--- src/rtl/bfs_pkg.sv ---
package bfs_pkg;

  typedef enum logic [2:0] {
    ST_RUN     = 3'd0,
    ST_HIC_OC  = 3'd1,
    ST_HIC_UV  = 3'd2,
    ST_OV_SOFT = 3'd3,
    ST_OV_LOCK = 3'd4,
    ST_OC_LOCK = 3'd5
  } bfs_state_e;

  function automatic logic is_hiccup(input bfs_state_e s);
    return (s == ST_HIC_OC) || (s == ST_HIC_UV);
  endfunction

  function automatic logic is_locked(input bfs_state_e s);
    return (s == ST_OV_LOCK) || (s == ST_OC_LOCK);
  endfunction

endpackage

--- src/rtl/bfs_uv_qual.sv ---
module bfs_uv_qual #(
  parameter int QUAL_CYC = 3000
) (
  input  logic clk,
  input  logic rst_n,
  input  logic arm_i,
  output logic qual_o
);

  generate
    if (QUAL_CYC <= 1) begin : g_direct
      assign qual_o = arm_i;
    end else begin : g_count
      localparam int CW = $clog2(QUAL_CYC);
      localparam logic [CW-1:0] LAST = CW'(QUAL_CYC - 1);

      logic [CW-1:0] cnt_q, cnt_d;

      always_comb begin
        cnt_d = cnt_q;
        if (!arm_i)             cnt_d = '0;
        else if (cnt_q != LAST) cnt_d = cnt_q + 1'b1;
      end

      always_ff @(posedge clk or negedge rst_n) begin
        if (!rst_n) cnt_q <= '0;
        else        cnt_q <= cnt_d;
      end

      assign qual_o = arm_i && (cnt_q == LAST);


      uv_streak_chk: assert property (@(posedge clk) disable iff (!rst_n)
        qual_o |-> $past(arm_i));
    end
  endgenerate

endmodule

--- src/rtl/bfs_hiccup_timer.sv ---
module bfs_hiccup_timer #(
  parameter int OFF_CYC = 20000
) (
  input  logic clk,
  input  logic rst_n,
  input  logic run_i,
  output logic done_o
);

  generate
    if (OFF_CYC <= 1) begin : g_single
      assign done_o = run_i;
    end else begin : g_count
      localparam int CW = $clog2(OFF_CYC);
      localparam logic [CW-1:0] LAST = CW'(OFF_CYC - 1);

      logic [CW-1:0] cnt_q, cnt_d;
      logic          at_last;

      assign at_last = (cnt_q == LAST);

      always_comb begin
        cnt_d = cnt_q;
        if (!run_i)       cnt_d = '0;
        else if (at_last) cnt_d = '0;
        else              cnt_d = cnt_q + 1'b1;
      end

      always_ff @(posedge clk or negedge rst_n) begin
        if (!rst_n) cnt_q <= '0;
        else        cnt_q <= cnt_d;
      end

      assign done_o = run_i && at_last;


      off_single_end_chk: assert property (@(posedge clk) disable iff (!rst_n)
        done_o |=> !done_o);
    end
  endgenerate

endmodule

--- src/rtl/bfs_oc_budget.sv ---
module bfs_oc_budget #(
  parameter int MAX_HIC = 4,
  parameter int CW      = 3
) (
  input  logic          clk,
  input  logic          rst_n,
  input  logic          take_i,
  output logic          full_o,
  output logic [CW-1:0] cnt_o
);

  localparam logic [CW-1:0] MAXV = CW'(MAX_HIC);

  logic [CW-1:0] cnt_q, cnt_d;
  logic          cnt_en;

  assign cnt_en = take_i && (cnt_q != MAXV);

  always_comb begin
    cnt_d = cnt_q;
    if (cnt_en) cnt_d = cnt_q + 1'b1;
  end

  always_ff @(posedge clk or negedge rst_n) begin
    if (!rst_n)      cnt_q <= '0;
    else if (cnt_en) cnt_q <= cnt_d;
  end

  assign full_o = (cnt_q == MAXV);
  assign cnt_o  = cnt_q;


  budget_bound_chk: assert property (@(posedge clk) disable iff (!rst_n)
    cnt_o <= MAXV);


  budget_step_chk: assert property (@(posedge clk) disable iff (!rst_n)
    (take_i && !full_o) |=> (cnt_o == $past(cnt_o) + 1'b1));

endmodule

--- src/rtl/buck_fault_supervisor.sv ---
module buck_fault_supervisor
  import bfs_pkg::*;
#(
  parameter int UV_QUAL_CYC    = 3000,
  parameter int HICCUP_OFF_CYC = 20000,
  parameter int OC_MAX_HICCUP  = 4,
  parameter int CNT_W          = $clog2(OC_MAX_HICCUP + 1)
) (
  input  logic             clk,
  input  logic             rst_n,
  input  logic             oc_trip_i,
  input  logic             uv_flag_i,
  input  logic             ov_early_i,
  input  logic             ov_late_i,
  input  logic             ss_done_i,
  output logic             hs_force_off_o,
  output logic             ls_force_off_o,
  output logic             ls_force_on_o,
  output logic             ss_restart_o,
  output logic             oc_lock_o,
  output logic             ov_lock_o,
  output logic [CNT_W-1:0] oc_hiccup_cnt_o
);

  bfs_state_e state_q, state_d;
  logic       restart_q, restart_d;
  logic       uv_arm, uv_qual;
  logic       off_run, off_done;
  logic       take_oc, budget_full;
  logic       ov_lock_hit, ov_soft_hit;

  assign uv_arm  = (state_q == ST_RUN) && ss_done_i && uv_flag_i;
  assign off_run = is_hiccup(state_q);

  bfs_uv_qual #(.QUAL_CYC(UV_QUAL_CYC)) u_uv_qual (
    .clk    (clk),
    .rst_n  (rst_n),
    .arm_i  (uv_arm),
    .qual_o (uv_qual)
  );

  bfs_hiccup_timer #(.OFF_CYC(HICCUP_OFF_CYC)) u_off_timer (
    .clk    (clk),
    .rst_n  (rst_n),
    .run_i  (off_run),
    .done_o (off_done)
  );

  bfs_oc_budget #(.MAX_HIC(OC_MAX_HICCUP), .CW(CNT_W)) u_oc_budget (
    .clk    (clk),
    .rst_n  (rst_n),
    .take_i (take_oc),
    .full_o (budget_full),
    .cnt_o  (oc_hiccup_cnt_o)
  );

  assign ov_lock_hit = ss_done_i && ov_late_i;
  assign ov_soft_hit = !ss_done_i && ov_early_i;

  // Next-state: locks are terminal, over-voltage outranks everything else.
  always_comb begin
    state_d   = state_q;
    take_oc   = 1'b0;
    restart_d = 1'b0;
    if (is_locked(state_q)) begin
      state_d = state_q;
    end else if (ov_lock_hit) begin
      state_d = ST_OV_LOCK;
    end else if (ov_soft_hit) begin
      state_d = ST_OV_SOFT;
    end else begin
      case (state_q)
        ST_RUN: begin
          if (oc_trip_i) begin
            if (budget_full) begin
              state_d = ST_OC_LOCK;
            end else begin
              state_d = ST_HIC_OC;
              take_oc = 1'b1;
            end
          end else if (uv_qual) begin
            state_d = ST_HIC_UV;
          end
        end
        ST_HIC_OC, ST_HIC_UV: begin
          if (off_done) begin
            state_d   = ST_RUN;
            restart_d = 1'b1;
          end
        end
        ST_OV_SOFT: state_d = ST_RUN;
        default:    state_d = state_q;
      endcase
    end
  end

  always_ff @(posedge clk or negedge rst_n) begin
    if (!rst_n) begin
      state_q   <= ST_RUN;
      restart_q <= 1'b0;
    end else begin
      state_q   <= state_d;
      restart_q <= restart_d;
    end
  end

  // Output decode from registered state.
  always_comb begin
    hs_force_off_o = 1'b0;
    ls_force_off_o = 1'b0;
    ls_force_on_o  = 1'b0;
    case (state_q)
      ST_HIC_OC, ST_HIC_UV, ST_OC_LOCK: begin
        hs_force_off_o = 1'b1;
        ls_force_off_o = 1'b1;
      end
      ST_OV_SOFT, ST_OV_LOCK: begin
        hs_force_off_o = 1'b1;
        ls_force_on_o  = 1'b1;
      end
      default: ;
    endcase
  end

  assign ss_restart_o = restart_q;
  assign oc_lock_o    = (state_q == ST_OC_LOCK);
  assign ov_lock_o    = (state_q == ST_OV_LOCK);


  restart_release_chk: assert property (@(posedge clk) disable iff (!rst_n)
    ss_restart_o |-> (!hs_force_off_o && !ls_force_off_o && !ls_force_on_o));


  oc_lock_hold_chk: assert property (@(posedge clk) disable iff (!rst_n)
    oc_lock_o |=> (oc_lock_o && hs_force_off_o && ls_force_off_o && !ss_restart_o));


  ov_lock_hold_chk: assert property (@(posedge clk) disable iff (!rst_n)
    ov_lock_o |=> (ov_lock_o && ls_force_on_o && hs_force_off_o));


  ov_prio_chk: assert property (@(posedge clk) disable iff (!rst_n)
    (!oc_lock_o && !ov_lock_o && ss_done_i && ov_late_i) |=> ov_lock_o);


  uv_no_lock_chk: assert property (@(posedge clk) disable iff (!rst_n)
    (state_q == ST_HIC_UV) |=> (!oc_lock_o && oc_hiccup_cnt_o == $past(oc_hiccup_cnt_o)));


  low_side_excl_chk: assert property (@(posedge clk) disable iff (!rst_n)
    !(ls_force_on_o && ls_force_off_o));

endmodule

--- config.mk ---
export PLATFORM = sky130hd
export DESIGN_NAME = buck_fault_supervisor
export DESIGN_NICKNAME = d
export VERILOG_FILES = /design/src/rtl/bfs_pkg.sv /design/src/rtl/bfs_uv_qual.sv /design/src/rtl/bfs_hiccup_timer.sv /design/src/rtl/bfs_oc_budget.sv /design/src/rtl/buck_fault_supervisor.sv
export SDC_FILE = /design/constraint.sdc
export NUM_CORES = 1
export LEC_CHECK = 0
export ABC_AREA = 0
export BUFFER_PORTS_ARGS = -buffer_cell sky130_fd_sc_hd__clkbuf_2
export CAP_MARGIN = 20
export CORE_MARGIN = 5
export CORE_UTILIZATION = 50
export DETAILED_ROUTE_END_ITERATION = 10
export MAX_ROUTING_LAYER = met4
export PLACE_DENSITY = 0.69
export SLEW_MARGIN = 30
export SYNTH_ARGS = -nofsm -noshare
export SYNTH_HDL_FRONTEND = slang
export SYNTH_SLANG_ARGS = --single-unit
--- constraint.sdc ---
create_clock -name clk -period 5.35 [get_ports clk]
set_input_delay 0.2675 -clock clk [delete_from_list [all_inputs] [get_ports clk]]
set_output_delay 0.2675 -clock clk [all_outputs]
set_load 0.03 [all_outputs]
# After elaboration in Yosys (flattened, before gate mapping)
# Index checks and enable logic that the tools add are counted.
# op_classes
muxes,25
n_reduce_logical,17
eq_ne,13
bitwise_logic,1
addsub,3
# op_table
cell,n
2-to-1 mux 15 bit,2
2-to-1 mux 12 bit,2
2-to-1 mux 3 bit,6
adder 15 x 1 -> 15 bit (second input constant),1
== test 15 bit (second input constant),1
2-to-1 mux 1 bit,14
adder 12 x 1 -> 12 bit (second input constant),1
== test 12 bit (second input constant),1
!= test 12 bit (second input constant),1
== test 3 bit (second input constant),3
one-hot mux 3 bit (3 select lines),1
logical AND 1 bit,7
== test 3 x 2 -> 1 bit (second input constant),2
!= test 5 x 4 -> 1 bit (second input constant),1
nonzero test 5 bit,1
OR reduction 5 bit,1
!= test 4 bit (second input constant),1
AND reduction 4 bit,1
OR reduction 2 bit,2
adder 3 x 1 -> 3 bit (second input constant),1
== test 3 x 1 -> 1 bit (second input constant),1
logical NOT 3 bit,1
!= test 3 bit (second input constant),1
OR reduction 3 bit,1
other kinds (4),5
# word_totals
input_bits,7
ff_bits,34
output_inout_bits,9

# Depth between registers and ports, before layout
# depth
ltp_word,9
depth_mapped,6
mapped_depth_nobuf,6

# Cells and area by module
# Synthesis repeated with hierarchy kept, for this count alone.
# unflattened
cells_unflattened,200
hier_area_um2,1918.1
# modules_own_cells
module,seq_area_each_um2,cells_each,instances,area_per_inst_um2
bfs_hiccup_timer,375.4,75,1,742.0
bfs_uv_qual,300.3,65,1,650.6
buck_fault_supervisor,100.1,46,1,359.1
bfs_oc_budget,75.1,14,1,166.4

# Worst setup path before layout
# No wires, ideal clock.
# synth_path
path_type,reg-to-reg
startpoint,register u_uv_qual.g_count.cnt_q[0]
endpoint,register state_q[0]
t_arrival_ns,1.690
setup_ns,0.125
stages_incl_launch_ff,7
path_slack_ns,3.535
t_required_ns,5.225
synth_period_minus_slack_ns,1.815
cell_sequence,dfrtp_1 -> ha_1 -> nand4_2 -> nor4_4 -> and2b_1 -> o311ai_4 -> mux2_4
# synth_between
elab_chain_len,4
# synth_lines
element,line_no,source
"start, declared",bfs_uv_qual.sv:17,"logic [CW-1:0] cnt_q, cnt_d;"
"start signal, assigned",bfs_uv_qual.sv:27,else cnt_q <= cnt_d;
== test 12 bit,bfs_uv_qual.sv:30,assign qual_o = arm_i && (cnt_q == LAST);
logical AND 1 bit,bfs_uv_qual.sv:30,
!= test 5 x 4 -> 1 bit (no source line),--,
AND reduction 4 bit (no source line),--,
"end signal, assigned",buck_fault_supervisor.sv:102,state_q <= state_d;
"end, declared",buck_fault_supervisor.sv:25,"bfs_state_e state_q, state_d;"
# Every way passes these cells.
# A chain may end at the register's enable or synchronous reset.

# Worst setup path after layout
# layout_path
startpoint,register state_q[2]
endpoint,register state_q[0]
# layout_between
elab_chain_len,6
# layout_lines
element,line_no,source
logical NOT 3 bit,"buck_fault_supervisor.sv:32, buck_fault_supervisor.sv:72",
logical AND 1 bit (2 in a row),buck_fault_supervisor.sv:32,assign uv_arm = (state_q == ST_RUN) && ss_done_i && uv_flag_i;
logical AND 1 bit,bfs_uv_qual.sv:30,
!= test 5 x 4 -> 1 bit (no source line),--,
AND reduction 4 bit (no source line),--,
# Parallel ways exist; a longest one is shown, timed or not.

==> results.sh <==
export IMPL_outcome="finished, violations left"
export IMPL_failed_checks="negative hold slack"
export IMPL_worstReg2RegEnd="state_q[0]"
export IMPL_routed_via_count=1321
export IMPL_synth_largest_type_area_fraction_pct=47.7
export IMPL_layout_cells_sized_above_1_pct=16.1
export IMPL_clock_tree_buffer_depth=2
export IMPL_fp_dieW_um=69.7
export IMPL_synth_compound_gate_area_share_pct=6.87
export IMPL_power_per_cell_area_nw_per_um2=380
export IMPL_rr_worst_depth=5
export IMPL_dp_hpwl_um=2430
export IMPL_yosys_warnings=0
export IMPL_max_cap_violations=0
export IMPL_clock_sink_count=34
export IMPL_drt_vias_per_instance=5.39
export IMPL_areaGrowthSynthToFinish_pct=9.05
export IMPL_fmax_ghz=0.473
export IMPL_cts_htree_levels=2
export IMPL_syn_area_per_cell_um2=9.91
export IMPL_worst_path_largest_cell_delay_ns=0.49
export IMPL_detail_route_antenna_nets=0
export IMPL_post_route_period_util_pct=39.5
export IMPL_site_row_count=21
export IMPL_fin_crit_ns=2.12
export IMPL_grt_setup_unrepaired="false"
export IMPL_critical_path_peak_fanout=13
export IMPL_tns_ns=0
export IMPL_gp_congestion=0.884
export IMPL_floorplan_die_height_um=69.7
export IMPL_grt_first_pass_wirelength_um=5990
export IMPL_synth_lib_cells_used_distinct=37
export IMPL_worst_ir_drop_vdd_mv=0.311
export IMPL_initialDrtViolationCount=32
export IMPL_finalMaxSlewViolations=0
export IMPL_cellLeakagePower_nw=0.872
export IMPL_synthTopCellsByArea="sky130_fd_sc_hd__dfrtp_1 48%, sky130_fd_sc_hd__nor2_1 5.9%, sky130_fd_sc_hd__xnor2_1 5.4%"
export IMPL_post_synth_instance_area_um2=1780
export IMPL_critical_path_startpoint_type="flip-flop"
export IMPL_drt_first_pass_iters=4
export IMPL_crit_chain="nor3_2 -> nand3_1 -> and2b_1 -> o311ai_4 -> mux2_4"
export IMPL_synthAdderAreaFrac_pct=2.81
export IMPL_grt_max_degree=35
export IMPL_antenna_diode_count=0
export IMPL_rrSetupSlack_ns=3.23
export IMPL_layout_commonest_cell="sky130_fd_sc_hd__dfrtp_1"
export IMPL_worst_slew_margin_relative_to_its_limit_pct=50.1
export IMPL_drc=0
export IMPL_worstSetupEndpointType="flip-flop"
export IMPL_floorplan_core_area_um2=3390
export IMPL_synth_xor_area_share_pct=10.8
export IMPL_worstPathArrival_ns=2.36
export IMPL_rr_startpoint="state_q[2]"
export IMPL_number_of_setup_buffers_added_after_cts=0
export IMPL_layout_cells_most_common_list="34 x sky130_fd_sc_hd__dfrtp_1, 28 x sky130_fd_sc_hd__nor2_1, 14 x sky130_fd_sc_hd__clkbuf_2"
export IMPL_wirelength_um=3380
export IMPL_top_level_ports=16
export IMPL_numCtsBuffers=5
export IMPL_wire_per_inst_um=13.8
export IMPL_cts_tree="done"
export IMPL_clkLatencyLatePin_ns=0.35
export IMPL_num_nets_final=210
export IMPL_whs_ns=-0.0252
export IMPL_register_bit_count_reported_by_yosys=34
export IMPL_grt_use_total_pct=16.1
export IMPL_hp_class="in -> async"
export IMPL_clock_skew_final_ns=0.00763
export IMPL_placement_io_buffers=15
export IMPL_tightestPinTransition_ns=0.748
export IMPL_final_hold_violation_count=34
export IMPL_cts_hold_buffers=0
export IMPL_post_synth_and_or_nand_nor_area_fraction_pct=26.0
export IMPL_synth_nets=191
export IMPL_critPathKind="reg -> reg"
export IMPL_grt_pass1_vias=1361
export IMPL_mux_share_of_post_synthesis_cell_area_pct=2.88
export IMPL_main_combinational_cell_family_by_area_after_synthesis="simple AND/OR/NAND/NOR gates"
export IMPL_cts_resized=0
export IMPL_critical_path_required_ns=5.59
export IMPL_setup_violations=0
export IMPL_clock_root_buffer="sky130_fd_sc_hd__clkbuf_4"
export IMPL_overflow_after_grt=0
export IMPL_floorplan_initialDensity_pct=52.6
export IMPL_post_synth_top_area_cell="sky130_fd_sc_hd__dfrtp_1"
export IMPL_critical_path_slowest_cell="sky130_fd_sc_hd__dfrtp_1"
export IMPL_cts_clk_slew_worst_paths_ns=0.10
export IMPL_grt_antenna_before_repair=0
export IMPL_synth_seq_area_share_pct=47.7
export IMPL_syn_inst=180
export IMPL_die_area_um2=4860
## cells in the mapped netlist, drive strengths merged
cell type and n:
dfrtp 34, nor2 28, nand2 13, xnor2 11
xor2 11, inv 9, nand4 8, and3 7
nor3 7, a21oi 6, nand3 6, o21ai 6
and2 4, ha 4, nand2b 4, mux2 3
and2b 2, clkbuf 2, nor4 2, o22ai 2
or3 2, and4 1, buf 1, mux2i 1
nand4b 1, nor4b 1, o2111ai 1, o21a 1
o21bai 1, o311ai 1
## sequential cells by signal, indices dropped and copies added (netlist names)
| name | cells |
|---|---|
| u_off_timer.g_count.cnt_q | 15 |
| u_uv_qual.g_count.cnt_q | 12 |
| state_q | 3 |
| u_oc_budget.cnt_o | 3 |
| ss_restart_o | 1 |
## worst max path at each step
stage,startpoint,endpoint,slack (ns),cells past startpoint
final,state_q[2],state_q[0],3.23,5
after floorplan,u_uv_qual.g_count.cnt_q[0],state_q[0],3.53,6
after global placement,state_q[2],state_q[0],3.31,5
after detailed placement,state_q[2],state_q[0],3.25,5
after global routing,state_q[2],state_q[1],3.10,5
after CTS,state_q[2],state_q[0],3.23,5
## area by class of cell
class                           instances  area (µm²)
Fill cell                             306        1440
Timing Repair Buffer                   15        75.1
Clock buffer                            5        37.5
Tap cell                               46        57.6
Clock inverter                          2        10.0
Multi-Input combinational cell        134         881
Sequential cell                        34         851
Inverter                                9        33.8
## where the power goes
group          switching (mW)  internal, mW  total (mW)
clock network          0.0874        0.0472       0.135
registers              0.0446         0.286       0.331
logic                   0.176        0.0976       0.273
## routing by layer
layer  GRT usage [%]  up-vias  share of wire (%)
li1                -      653                  -
met1            16.2      651                 42
met2            28.2       12                 53
met3            5.80        5                3.4
met4            6.38        0                1.5
met5               -        -                  0
## stage by stage
stage	cells	setup slack [ns]	power [mW]	utilization, %	area (µm²)
floorplan	180	3.53	0.545	-	1780
global placement	238	3.31	0.601	56.0	1900
detailed placement	238	3.25	0.611	56.0	1900
CTS	245	3.23	0.749	57.4	1950
global route	245	3.10	0.793	57.4	1950
finish	245	3.23	0.739	57.4	1950
## worst max-delay path, delay by kind of cell (launching register included)
| family | cells | cell delay (ns) |
|---|---|---|
| AND/OR/NAND/NOR | 3 | 1.08 |
| AO/OA/AOI/OAI | 1 | 0.12 |
| multiplexers | 1 | 0.32 |
| flip-flops | 1 | 0.49 |
## cell families (layout without fill, tap and decap cells)
family / after synthesis / after routing
compound gates: 18 / 18
xor+xnor: 22 / 22
fa+ha+maj: 4 / 4
buf+inv: 12 / 31
flops: 34 / 34
mux: 4 / 4
simple gates: 86 / 86
Note: power is estimated with default switching activity, not from simulation.
